`src/rtl/dlw_pkg.sv`:
```
package dlw_pkg;
  typedef enum logic [2:0] {
    S_IDLE, S_HDR, S_SEL, S_ENT_A, S_ENT_D, S_WR, S_DONE, S_WAITF
  } dlw_state_e;
  localparam int FLAG_AUTO = 0;
  localparam int FLAG_IRQ  = 1;
endpackage

```
`src/rtl/dlw_upd_latch.sv`:
```
module dlw_upd_latch #(
  parameter int AW = 32
) (
  input  logic          clk,
  input  logic          rst_n,
  input  logic          set_i,
  input  logic [AW-1:0] addr_i,
  input  logic [AW-1:0] size_i,
  input  logic          take_i,
  output logic          flag_o,
  output logic [AW-1:0] addr_o,
  output logic [AW-1:0] size_o
);
  always_ff @(posedge clk) begin
    if (!rst_n) begin
      flag_o <= 1'b0;
      addr_o <= '0;
      size_o <= '0;
    end else if (set_i) begin
      flag_o <= 1'b1;
      addr_o <= addr_i;
      size_o <= size_i;
    end else if (take_i) begin
      flag_o <= 1'b0;
    end
  end

  // a write always leaves the flag raised
  a_r2_upd_set: assert property (@(posedge clk) disable iff (!rst_n)
    set_i |=> flag_o);
  // the flag only drops when the engine takes the update
  a_r2_upd_clear: assert property (@(posedge clk) disable iff (!rst_n)
    (flag_o && !set_i && !take_i) |=> flag_o);
endmodule

```
`src/rtl/dlw_slot_table.sv`:
```
module dlw_slot_table #(
  parameter int AW    = 32,
  parameter int NSLOT = 8,
  localparam int SW   = $clog2(NSLOT)
) (
  input  logic          clk,
  input  logic          rst_n,
  input  logic          we,
  input  logic [SW-1:0] widx,
  input  logic          wsel_addr,
  input  logic [AW-1:0] wdata,
  input  logic          ld0,
  input  logic [AW-1:0] ld0_size,
  input  logic [AW-1:0] ld0_addr,
  input  logic [SW-1:0] ridx,
  output logic [AW-1:0] rsize,
  output logic [AW-1:0] raddr
);
  logic [AW-1:0] sz [NSLOT];
  logic [AW-1:0] ad [NSLOT];

  for (genvar i = 0; i < NSLOT; i++) begin : g_slot
    always_ff @(posedge clk) begin
      if (!rst_n) begin
        sz[i] <= '0;
        ad[i] <= '0;
      end else if (ld0 && i == 0) begin
        sz[i] <= ld0_size;
        ad[i] <= ld0_addr;
      end else if (we && widx == SW'(i)) begin
        if (wsel_addr) ad[i] <= wdata;
        else           sz[i] <= wdata;
      end
    end
  end

  assign rsize = sz[ridx];
  assign raddr = ad[ridx];
endmodule

```
`src/rtl/dlw_engine.sv`:
```
module dlw_engine #(
  parameter int AW    = 32,
  parameter int NSLOT = 8
) (
  input  logic          clk,
  input  logic          rst_n,
  input  logic          hdrless_mode,
  input  logic          cpu_wr,
  input  logic [AW-1:0] cpu_addr,
  input  logic [AW-1:0] cpu_size,
  output logic          upd_flag,
  input  logic          frame_start,
  output logic          rd_req_valid,
  input  logic          rd_req_ready,
  output logic [AW-1:0] rd_req_addr,
  input  logic          rd_rsp_valid,
  output logic          rd_rsp_ready,
  input  logic [AW-1:0] rd_rsp_data,
  output logic          wr_valid,
  input  logic          wr_ready,
  output logic [AW-1:0] wr_addr,
  output logic [AW-1:0] wr_data,
  output logic          irq
);
  import dlw_pkg::*;

  localparam int SW        = $clog2(NSLOT);
  localparam int HDR_WORDS = 2 * NSLOT + 3;
  localparam int HW_W      = $clog2(HDR_WORDS);
  localparam int NEXT_IDX  = 2 * NSLOT + 1;
  localparam int FLAG_IDX  = 2 * NSLOT + 2;

  dlw_state_e      st;
  logic            rd_wait;
  logic [AW-1:0]   cur_hdr, next_hdr, body_base;
  logic [HW_W-1:0] hw_idx;
  logic [SW-1:0]   cnt;
  logic [SW:0]     slot_idx;
  logic [1:0]      flags;
  logic [AW-1:0]   ent_idx, ent_cnt;
  logic [AW-1:0]   wa_q, wd_q;
  logic            irq_q;

  logic [AW-1:0]   upd_addr, upd_size, rsize, raddr;
  logic            take, rd_active, req_fire, rsp_fire;
  logic            slot_we, ld0;

  assign take = frame_start && upd_flag && (st == S_IDLE || st == S_WAITF);
  assign ld0  = take && hdrless_mode;

  dlw_upd_latch #(.AW(AW)) u_upd (
    .clk(clk), .rst_n(rst_n), .set_i(cpu_wr), .addr_i(cpu_addr),
    .size_i(cpu_size), .take_i(take), .flag_o(upd_flag),
    .addr_o(upd_addr), .size_o(upd_size)
  );

  assign slot_we = (st == S_HDR) && rsp_fire &&
                   (hw_idx >= HW_W'(1)) && (hw_idx <= HW_W'(2 * NSLOT));

  dlw_slot_table #(.AW(AW), .NSLOT(NSLOT)) u_slots (
    .clk(clk), .rst_n(rst_n), .we(slot_we),
    .widx(SW'((hw_idx - 1'b1) >> 1)), .wsel_addr(~hw_idx[0]),
    .wdata(rd_rsp_data), .ld0(ld0), .ld0_size(upd_size),
    .ld0_addr(upd_addr), .ridx(slot_idx[SW-1:0]),
    .rsize(rsize), .raddr(raddr)
  );

  assign rd_active    = (st == S_HDR) || (st == S_ENT_A) || (st == S_ENT_D);
  assign rd_req_valid = rd_active && !rd_wait;
  assign rd_rsp_ready = rd_wait;
  assign req_fire     = rd_req_valid && rd_req_ready;
  assign rsp_fire     = rd_rsp_valid && rd_rsp_ready;

  always_comb begin
    case (st)
      S_HDR:   rd_req_addr = cur_hdr + AW'({hw_idx, 2'b00});
      S_ENT_A: rd_req_addr = body_base + AW'({ent_idx, 3'b000});
      S_ENT_D: rd_req_addr = body_base + AW'({ent_idx, 3'b000}) + AW'(4);
      default: rd_req_addr = '0;
    endcase
  end

  assign wr_valid = (st == S_WR);
  assign wr_addr  = wa_q;
  assign wr_data  = wd_q;
  assign irq      = irq_q;

  always_ff @(posedge clk) begin
    if (!rst_n) begin
      st        <= S_IDLE;
      rd_wait   <= 1'b0;
      cur_hdr   <= '0;
      next_hdr  <= '0;
      body_base <= '0;
      hw_idx    <= '0;
      cnt       <= '0;
      slot_idx  <= '0;
      flags     <= '0;
      ent_idx   <= '0;
      ent_cnt   <= '0;
      wa_q      <= '0;
      wd_q      <= '0;
      irq_q     <= 1'b0;
    end else begin
      irq_q <= 1'b0;
      if (req_fire) rd_wait <= 1'b1;
      if (rsp_fire) rd_wait <= 1'b0;
      case (st)
        S_IDLE, S_WAITF: begin
          if (take && hdrless_mode) begin
            cnt      <= '0;
            flags    <= 2'b10;
            slot_idx <= '0;
            st       <= S_SEL;
          end else if (take) begin
            cur_hdr <= upd_addr;
            hw_idx  <= '0;
            st      <= S_HDR;
          end else if (frame_start && st == S_WAITF) begin
            hw_idx <= '0;
            st     <= S_HDR;
          end
        end
        S_HDR: if (rsp_fire) begin
          if (hw_idx == '0) cnt <= rd_rsp_data[SW-1:0];
          if (hw_idx == HW_W'(NEXT_IDX)) next_hdr <= rd_rsp_data;
          if (hw_idx == HW_W'(FLAG_IDX)) begin
            flags    <= rd_rsp_data[1:0];
            slot_idx <= '0;
            st       <= S_SEL;
          end
          hw_idx <= hw_idx + 1'b1;
        end
        S_SEL: begin
          if (slot_idx > {1'b0, cnt}) begin
            st <= S_DONE;
          end else if ((rsize >> 3) == '0) begin
            slot_idx <= slot_idx + 1'b1;
          end else begin
            body_base <= raddr;
            ent_cnt   <= rsize >> 3;
            ent_idx   <= '0;
            st        <= S_ENT_A;
          end
        end
        S_ENT_A: if (rsp_fire) begin
          wa_q <= rd_rsp_data;
          st   <= S_ENT_D;
        end
        S_ENT_D: if (rsp_fire) begin
          wd_q <= rd_rsp_data;
          st   <= S_WR;
        end
        S_WR: if (wr_ready) begin
          if (ent_idx + 1'b1 == ent_cnt) begin
            slot_idx <= slot_idx + 1'b1;
            st       <= S_SEL;
          end else begin
            ent_idx <= ent_idx + 1'b1;
            st      <= S_ENT_A;
          end
        end
        S_DONE: begin
          irq_q <= flags[FLAG_IRQ];
          if (!flags[FLAG_AUTO]) begin
            st <= S_IDLE;
          end else if (next_hdr == cur_hdr) begin
            st <= S_WAITF;
          end else begin
            cur_hdr <= next_hdr;
            hw_idx  <= '0;
            st      <= S_HDR;
          end
        end
        default: st <= S_IDLE;
      endcase
    end
  end

  a_r12_req_hold: assert property (@(posedge clk) disable iff (!rst_n)
    (rd_req_valid && !rd_req_ready) |=> (rd_req_valid && $stable(rd_req_addr)));
  a_r12_wr_hold: assert property (@(posedge clk) disable iff (!rst_n)
    (wr_valid && !wr_ready) |=> (wr_valid && $stable(wr_addr) && $stable(wr_data)));
  a_r12_one_outstanding: assert property (@(posedge clk) disable iff (!rst_n)
    rd_rsp_ready |-> !rd_req_valid);
  a_r7_irq_pulse: assert property (@(posedge clk) disable iff (!rst_n)
    irq |=> !irq);
  a_r4_write_after_data: assert property (@(posedge clk) disable iff (!rst_n)
    $rose(wr_valid) |-> $past(rd_rsp_valid && rd_rsp_ready));
  a_r10_idle_quiet: assert property (@(posedge clk) disable iff (!rst_n)
    (st == S_IDLE) |-> (!wr_valid && !rd_req_valid));
endmodule

```
`config.mk`:
```
export PLATFORM = sky130hd
export DESIGN_NAME = dlw_engine
export DESIGN_NICKNAME = d
export VERILOG_FILES = /design/src/rtl/dlw_pkg.sv /design/src/rtl/dlw_upd_latch.sv /design/src/rtl/dlw_slot_table.sv /design/src/rtl/dlw_engine.sv
export SDC_FILE = /design/constraint.sdc
export NUM_CORES = 2
export LEC_CHECK = 0
export ABC_AREA = 1
export ABC_CLOCK_PERIOD_IN_PS = 5220
export BUFFER_PORTS_ARGS = -buffer_cell sky130_fd_sc_hd__buf_2
export CORE_MARGIN = 2
export CORE_UTILIZATION = 55
export DETAILED_ROUTE_END_ITERATION = 7
export GPL_TIMING_DRIVEN = 0
export HOLD_SLACK_MARGIN = 0.12
export PLACE_DENSITY = 0.81
export SYNTH_ARGS = -nofsm -noshare
export SYNTH_HDL_FRONTEND = slang
export SYNTH_SLANG_ARGS = --single-unit
```
`constraint.sdc`:
```
create_clock -name clk -period 5.22 [get_ports clk]
set_input_delay 1.566 -clock clk [delete_from_list [all_inputs] [get_ports clk]]
set_output_delay 1.566 -clock clk [all_outputs]
set_load 0.01 [all_outputs]
```
# Yosys cells after proc, flatten, opt, wreduce, memory -nomap -nowiden
# Memory sizes are Yosys's and may differ from the RTL's. A register that Yosys moved wholly into a read port is not among the register bits.
# Index checks and enable logic that the tools add are counted.
dict set report totals {
  ff_bits 273
  mem_bits_rw 512
  input_bits 104
  output_inout_bits 101
  n_memories 2
}
# memory words width read_ports rd_ports_with_merged_regs write_ports line_no
set mem_list {}
lappend mem_list {u_slots.ad 8 32 1 1 8 dlw_slot_table.sv:20} ;# logic [AW-1:0] ad [NSLOT];
lappend mem_list {u_slots.sz 8 32 1 1 8 dlw_slot_table.sv:19} ;# logic [AW-1:0] sz [NSLOT];
dict set report classes {
  n_addsub 7
  order_cmp 3
  n_eq_ne 37
  muxes 126
  bitwise_logic 21
  reduce_logical 47
}
# operator n
set ops {}
lappend ops {{32-bit 2-to-1 mux} 26}
lappend ops {{32-bit one-hot mux with 2 select lines} 2}
lappend ops {{32-bit one-hot mux with 3 select lines} 1}
lappend ops {{1-bit 2-to-1 mux} 59}
lappend ops {{3-bit 2-to-1 mux} 17}
lappend ops {{32-bit by 1-bit adder with 32-bit output, second input constant} 1}
lappend ops {{32-bit by 3-bit adder with 32-bit output, second input constant} 1}
lappend ops {{32-bit adder} 1}
lappend ops {{32-bit by 7-bit adder with 32-bit output} 1}
lappend ops {{32-bit by 29-bit == test with 1-bit output} 1}
lappend ops {{32-bit == test} 1}
lappend ops {{32-bit zero test} 1}
lappend ops {{5-bit 2-to-1 mux} 6}
lappend ops {{4-bit 2-to-1 mux} 7}
lappend ops {{3-bit == test, second input constant} 8}
lappend ops {{2-bit != test, second input constant} 12}
lappend ops {{3-bit one-hot mux with 7 select lines} 1}
lappend ops {{1-bit logical AND} 18}
lappend ops {{1-bit OR} 18}
lappend ops {{4-bit one-hot mux with 4 select lines} 1}
lappend ops {{5-bit one-hot mux with 3 select lines} 1}
lappend ops {{3-bit by 2-bit == test with 1-bit output, second input constant} 4}
lappend ops {{5-bit == test, second input constant} 2}
lappend ops {{5-bit AND reduction} 2}
lappend ops {{other kinds (28)} 49}

# Longest topological paths before layout
dict set report logic_depth {
  ltp_word 10
  mapped_depth 21
}

# Modules after synthesis
# From an unflattened synthesis, not the netlist that was laid out.
dict set report hier_totals {
  cells_unflattened 5932
  hier_area_um2 44148.6
}
# module instances cells_each area_each_um2 seq_area_each_um2
set by_module_without_submodules {}
lappend by_module_without_submodules {dlw_slot_table 1 3059 26098.8 15374.7}
lappend by_module_without_submodules {dlw_engine 1 2590 15757.6 4804.6}
lappend by_module_without_submodules {dlw_upd_latch 1 283 2292.2 1301.2}

# Worst setup path before layout
# No wires, ideal clock.
dict set report synth_timing {
  path_type {input to register}
  start {input rd_rsp_valid}
  end {memory u_slots.ad[5][0], enable pin}
  setup_ns 0.466
  arrival_ns 4.597
  t_required_ns 4.754
  setup_slack_ns 0.157
  stages 8
  n_path_buf 0
  path_cell_list {nand2_1 > nor2_2 > inv_2 > a21oi_1 > nand2_1 > nor2_4 > nand2_1 > o21ai_0}
}
# element line_no
set synth_lines {}
lappend synth_lines {{from (decl)} dlw_engine.sv:16} ;# input logic rd_rsp_valid,
lappend synth_lines {{to (decl)} dlw_slot_table.sv:20}

# Final worst setup path
dict set report layout_timing {
  start {register body_base[3] (read register of u_slots.ad)}
  end {output rd_req_addr[21]}
}
dict set report layout_via {
  elab_chain_len 3
}
# element line_no
set layout_rtl {}
lappend layout_rtl {{from (decl)} dlw_engine.sv:35} ;# logic [AW-1:0] cur_hdr, next_hdr, body_base;
lappend layout_rtl {{32-bit adder *} {dlw_engine.sv:77, dlw_engine.sv:78}}
lappend layout_rtl {{32-bit by 3-bit adder with 32-bit output} dlw_engine.sv:78} ;# S_ENT_D: rd_req_addr = body_base + AW'({ent_idx, 3'b000}) + AW'(4);
lappend layout_rtl {{32-bit one-hot mux with 3 select lines *} dlw_engine.sv:75} ;# case (st)
lappend layout_rtl {{to (decl)} dlw_engine.sv:15} ;# output logic [AW-1:0] rd_req_addr,
# Every way passes the cells marked *; elsewhere a longest branch is shown, timed or not.

==> flow_summary.yaml <==
worst_setup_path:
  endpoint_kind: "output pin"
  critPathLaunchType: "flop"
  worstPathMaxFanout: 6
  critical_path_class: "flop to output pin"
  crit_arrival_ns: 3.52
  crit_required_ns: 3.65
sta:
  slew_headroom_pct: 11.5
  worst-slew-pin-transition_ns: 1.33
  rsz0062_at_grt: "true"
  max_freq_ghz: 0.197
  fin_crit_ns: 5.09
  period_share_pct: 97.4
  hold_ws_ns: 0.455
  maxSlewViolCount: 0
  fin_setup_tns_ns: 0
  setup_viol: 0
  hold_violations: 0
  fin_skew_ns: 0.0531
route:
  ant_nets: 0
  first_pass_iters: 7
  vias_per_cell: 6.30
  route.detailed.drc: 0
  dr.first_iter.drc_count: 5495
  wl_per_cell_um: 26.0
  via_count: 38600
  wirelength_um: 159000
grt:
  grt_pass1_wl_um: 227000
  grt_pass1_vias: 35700
  overflow: 0
  antenna_found_initial: 16
  grt_use_total_pct: 42.2
  grt_max_degree: 33
synth:
  yosys_warnings: 0
  synth_flop_cell: "edfxtp_1"
  synth_cell_type_count: 57
  synth_edf_count: 488
  syn_area_um2: 39200
  yosysSeqAreaShare_pct: 53.0
  async_reset_ff_share_pct: 0
  synth.avg_cell_area_um2: 8.16
  ys_ff_latch: 793
  mappedNetlistNets: 4956
  syn_inst: 4806
pwr:
  vdd_drop_max_v: 0.000372
  p_per_area_nw_per_um2: 431
  leakage_nw: 17.9
cells_and_area:
  nets: 5264
  area_delta_synth_final_pct: 14.8
  nFillCells: 6015
  multi_input_area_um2: 16700
  drive_above_1_share_pct: 11.0
  regArea_um2: 20800
die:
  initial_core_util_pct: 55.8
  pin_count: 205
  core_area_um2: 70300
  die_height_um: 271
  dieWidth_um: 271
  row_count: 97
  dieArea_um2: 73400
clocking:
  tritoncts: "built"
  numCtsBuffers: 83
  clkTransAtPathRegs_ns: 0.06
  clk_latency_ns: 0.69
  clk_path_buf_depth: 3
  h-tree-depth: 3
  root_buffer: "clkbuf_16"
  cts_sinks: 793
  ctsHoldBuffers: 0
status:
  outcome: "finished clean"
place:
  hpwl_um: 114000
  gp_congestion: 1.03
  io_buffers: 199
worst_hold_path:
  hp-class: "flop to flop"
flow_run:
  max_cap_viol_count: 0
==> layout make-up <==
type,instances,area share [%]
antenna,7,0.0389
buffer,304,2.71
clock buffer,113,5.13
clock inverter,41,1.03
inverter,287,2.40
multi-input combinational,3422,37.2
sequential,793,46.2
tap,940,2.61
timing repair buffer,223,2.75
==> logic make-up (layout without fill, tap and decap cells) <==
family / after synthesis / after routing / synth area share, %
AND/OR/NAND/NOR: 2365 / 2365 / 24.9
AO/OA/AOI/OAI: 965 / 965 / 13.7
flip-flops: 793 / 793 / 53.0
buffers and inverters: 591 / 968 / 5.86
adder cells (fa/ha/maj): 46 / 46 / 1.51
XOR/XNOR: 44 / 44 / 1.07
multiplexers: 2 / 2 / 0.0511
other: 0 / 7 / 0
==> worst max-delay path, stage by stage, from the launching register on <==
cell and delay, ns:
dfxtp_4 0.37, ha_4 0.16, inv_1 0.05, fa_2 0.41, inv_2 0.09, nand3_1 0.11, nand2_4 0.15, nand2_2 0.08
nand2_4 0.09, nand2_1 0.07, nand2_2 0.13, xnor2_4 0.12, nor2_4 0.17, nand4_1 0.23, nor2_1 0.20, nand2_1 0.06
nand2_1 0.06, nand3_1 0.09, nand3_2 0.09, buf_2 0.14
==> final timing paths <==
check	startpoint	end	slack, ns	cells after the start
max	body_base[3]	rd_req_addr[21]	0.13	19
min	wr_data[7]	wr_data[7]	0.46	2
max reg2reg	hw_idx[0]	u_slots.ad[0][28]	0.46	11
min reg2reg	wr_data[7]	wr_data[7]	0.46	2
==> flip-flops by register name, indices dropped and copies added (netlist names), named ones only <==
name and cells:
ent_cnt 29, u_upd.flag_o 1, wr_data 32, flags 2, irq 1, u_slots.ad 256
next_hdr 32, cnt 3, ent_idx 32, hw_idx 5, slot_idx 4, wr_addr 32
u_upd.size_o 29, rd_rsp_ready 1, u_slots.sz 232, u_upd.addr_o 32, st 3, body_base 32
cur_hdr 32
==> per-layer routing <==
layer	wire (um)	vias up	global-route usage (%)
met5	162	-	0.789
met4	13000	14	28.6
met3	22900	706	13.4
met2	68000	2934	62.7
met1	55000	18000	52.6
li1	-	17000	-
==> synthesized netlist by cell type (all sizes together), types with 3 or more instances <==
cell type  number  area [um^2]
a211oi          5         37.5
nand4          83          519
dfxtp         305         6110
or2            15         93.8
buf            66          328
a21oi         319         1600
nand3b         14          105
o221ai          7         61.3
nand2         876         3300
xor2           21          191
ha             44          551
o21ai         470         2350
nor3           31          171
and2            5         31.3
nor4            6         37.5
clkinv         35          131
o22ai           5         31.3
nand3         308         1560
clkbuf        238          893
a22oi           3         22.5
nor2         1026         3930
xnor2          21          184
edfxtp        488        14700
a221oi          4         35.0
o211ai         11         82.6
a221o          60          601
inv           252          946
a31oi          68          425
==> where the power goes <==
group | leakage, nW | internal (mW) | switching, mW | total, mW
registers | 7.53 | 7.15 | 0.612 | 7.76
clock network | 1.35 | 3.40 | 2.64 | 6.04
logic | 9.00 | 1.62 | 3.99 | 5.61
total | 17.9 | 12.2 | 7.25 | 19.4
==> per-stage QoR <==
step | worst slack [ns] | util, % | instances | power [mW] | instance area [um^2]
2_1_floorplan | 0.157 | - | 4806 | 10.8 | 39200
3_3_place_gp | -2.03 | 58.9 | 5945 | 12.8 | 41400
3_5_place_dp | -0.126 | 59.1 | 5950 | 12.9 | 41500
4_1_cts | 0.00880 | 63.5 | 6111 | 18.9 | 44600
5_1_grt | -0.0281 | 64.1 | 6130 | 20.0 | 45000
6_report | 0.134 | 64.1 | 6130 | 19.4 | 45000
==> layout by cell type (no fill, tap or decap), types with 6 or more instances in the layout <==
| cell type | netlist | final |
|---|---|---|
| diode_2 | 0 | 7 |
| a21oi_1 | 317 | 312 |
| o211ai_1 | 11 | 11 |
| or2_2 | 15 | 15 |
| buf_1 | 21 | 21 |
| nand2_1 | 872 | 843 |
| clkbuf_1 | 238 | 258 |
| nor3_1 | 29 | 24 |
| clkinv_2 | 0 | 16 |
| o21ai_1 | 10 | 14 |
| buf_2 | 40 | 239 |
| xor2_1 | 20 | 16 |
| clkinv_1 | 35 | 44 |
| inv_1 | 238 | 233 |
| clkbuf_16 | 0 | 86 |
| nor2_2 | 8 | 24 |
| dfxtp_2 | 0 | 10 |
| buf_4 | 2 | 21 |
| inv_2 | 14 | 18 |
| nand3_2 | 2 | 12 |
| nor2_4 | 5 | 18 |
| nor2_1 | 1012 | 983 |
| a221o_1 | 60 | 60 |
| o221ai_1 | 7 | 7 |
| xnor2_1 | 21 | 17 |
| dfxtp_1 | 305 | 291 |
| edfxtp_1 | 488 | 488 |
| ha_2 | 0 | 10 |
| ha_1 | 44 | 32 |
| a31oi_1 | 68 | 68 |
| nand3b_1 | 14 | 14 |
| a21oi_2 | 2 | 6 |
| o21ai_0 | 460 | 452 |
| nand4_1 | 83 | 83 |
| nand2_4 | 1 | 8 |
| nand2_2 | 3 | 25 |
| nand3_1 | 305 | 295 |
==> repair_timing <==
item / 4_1_cts / 5_1_grt
endpoints found under the setup margin: 23 / 20
gates resized for setup: 52 / 98
buffers inserted: 7 / 12
pin swaps: 9 / 17
Note: power is estimated with default switching activity, not from simulation.
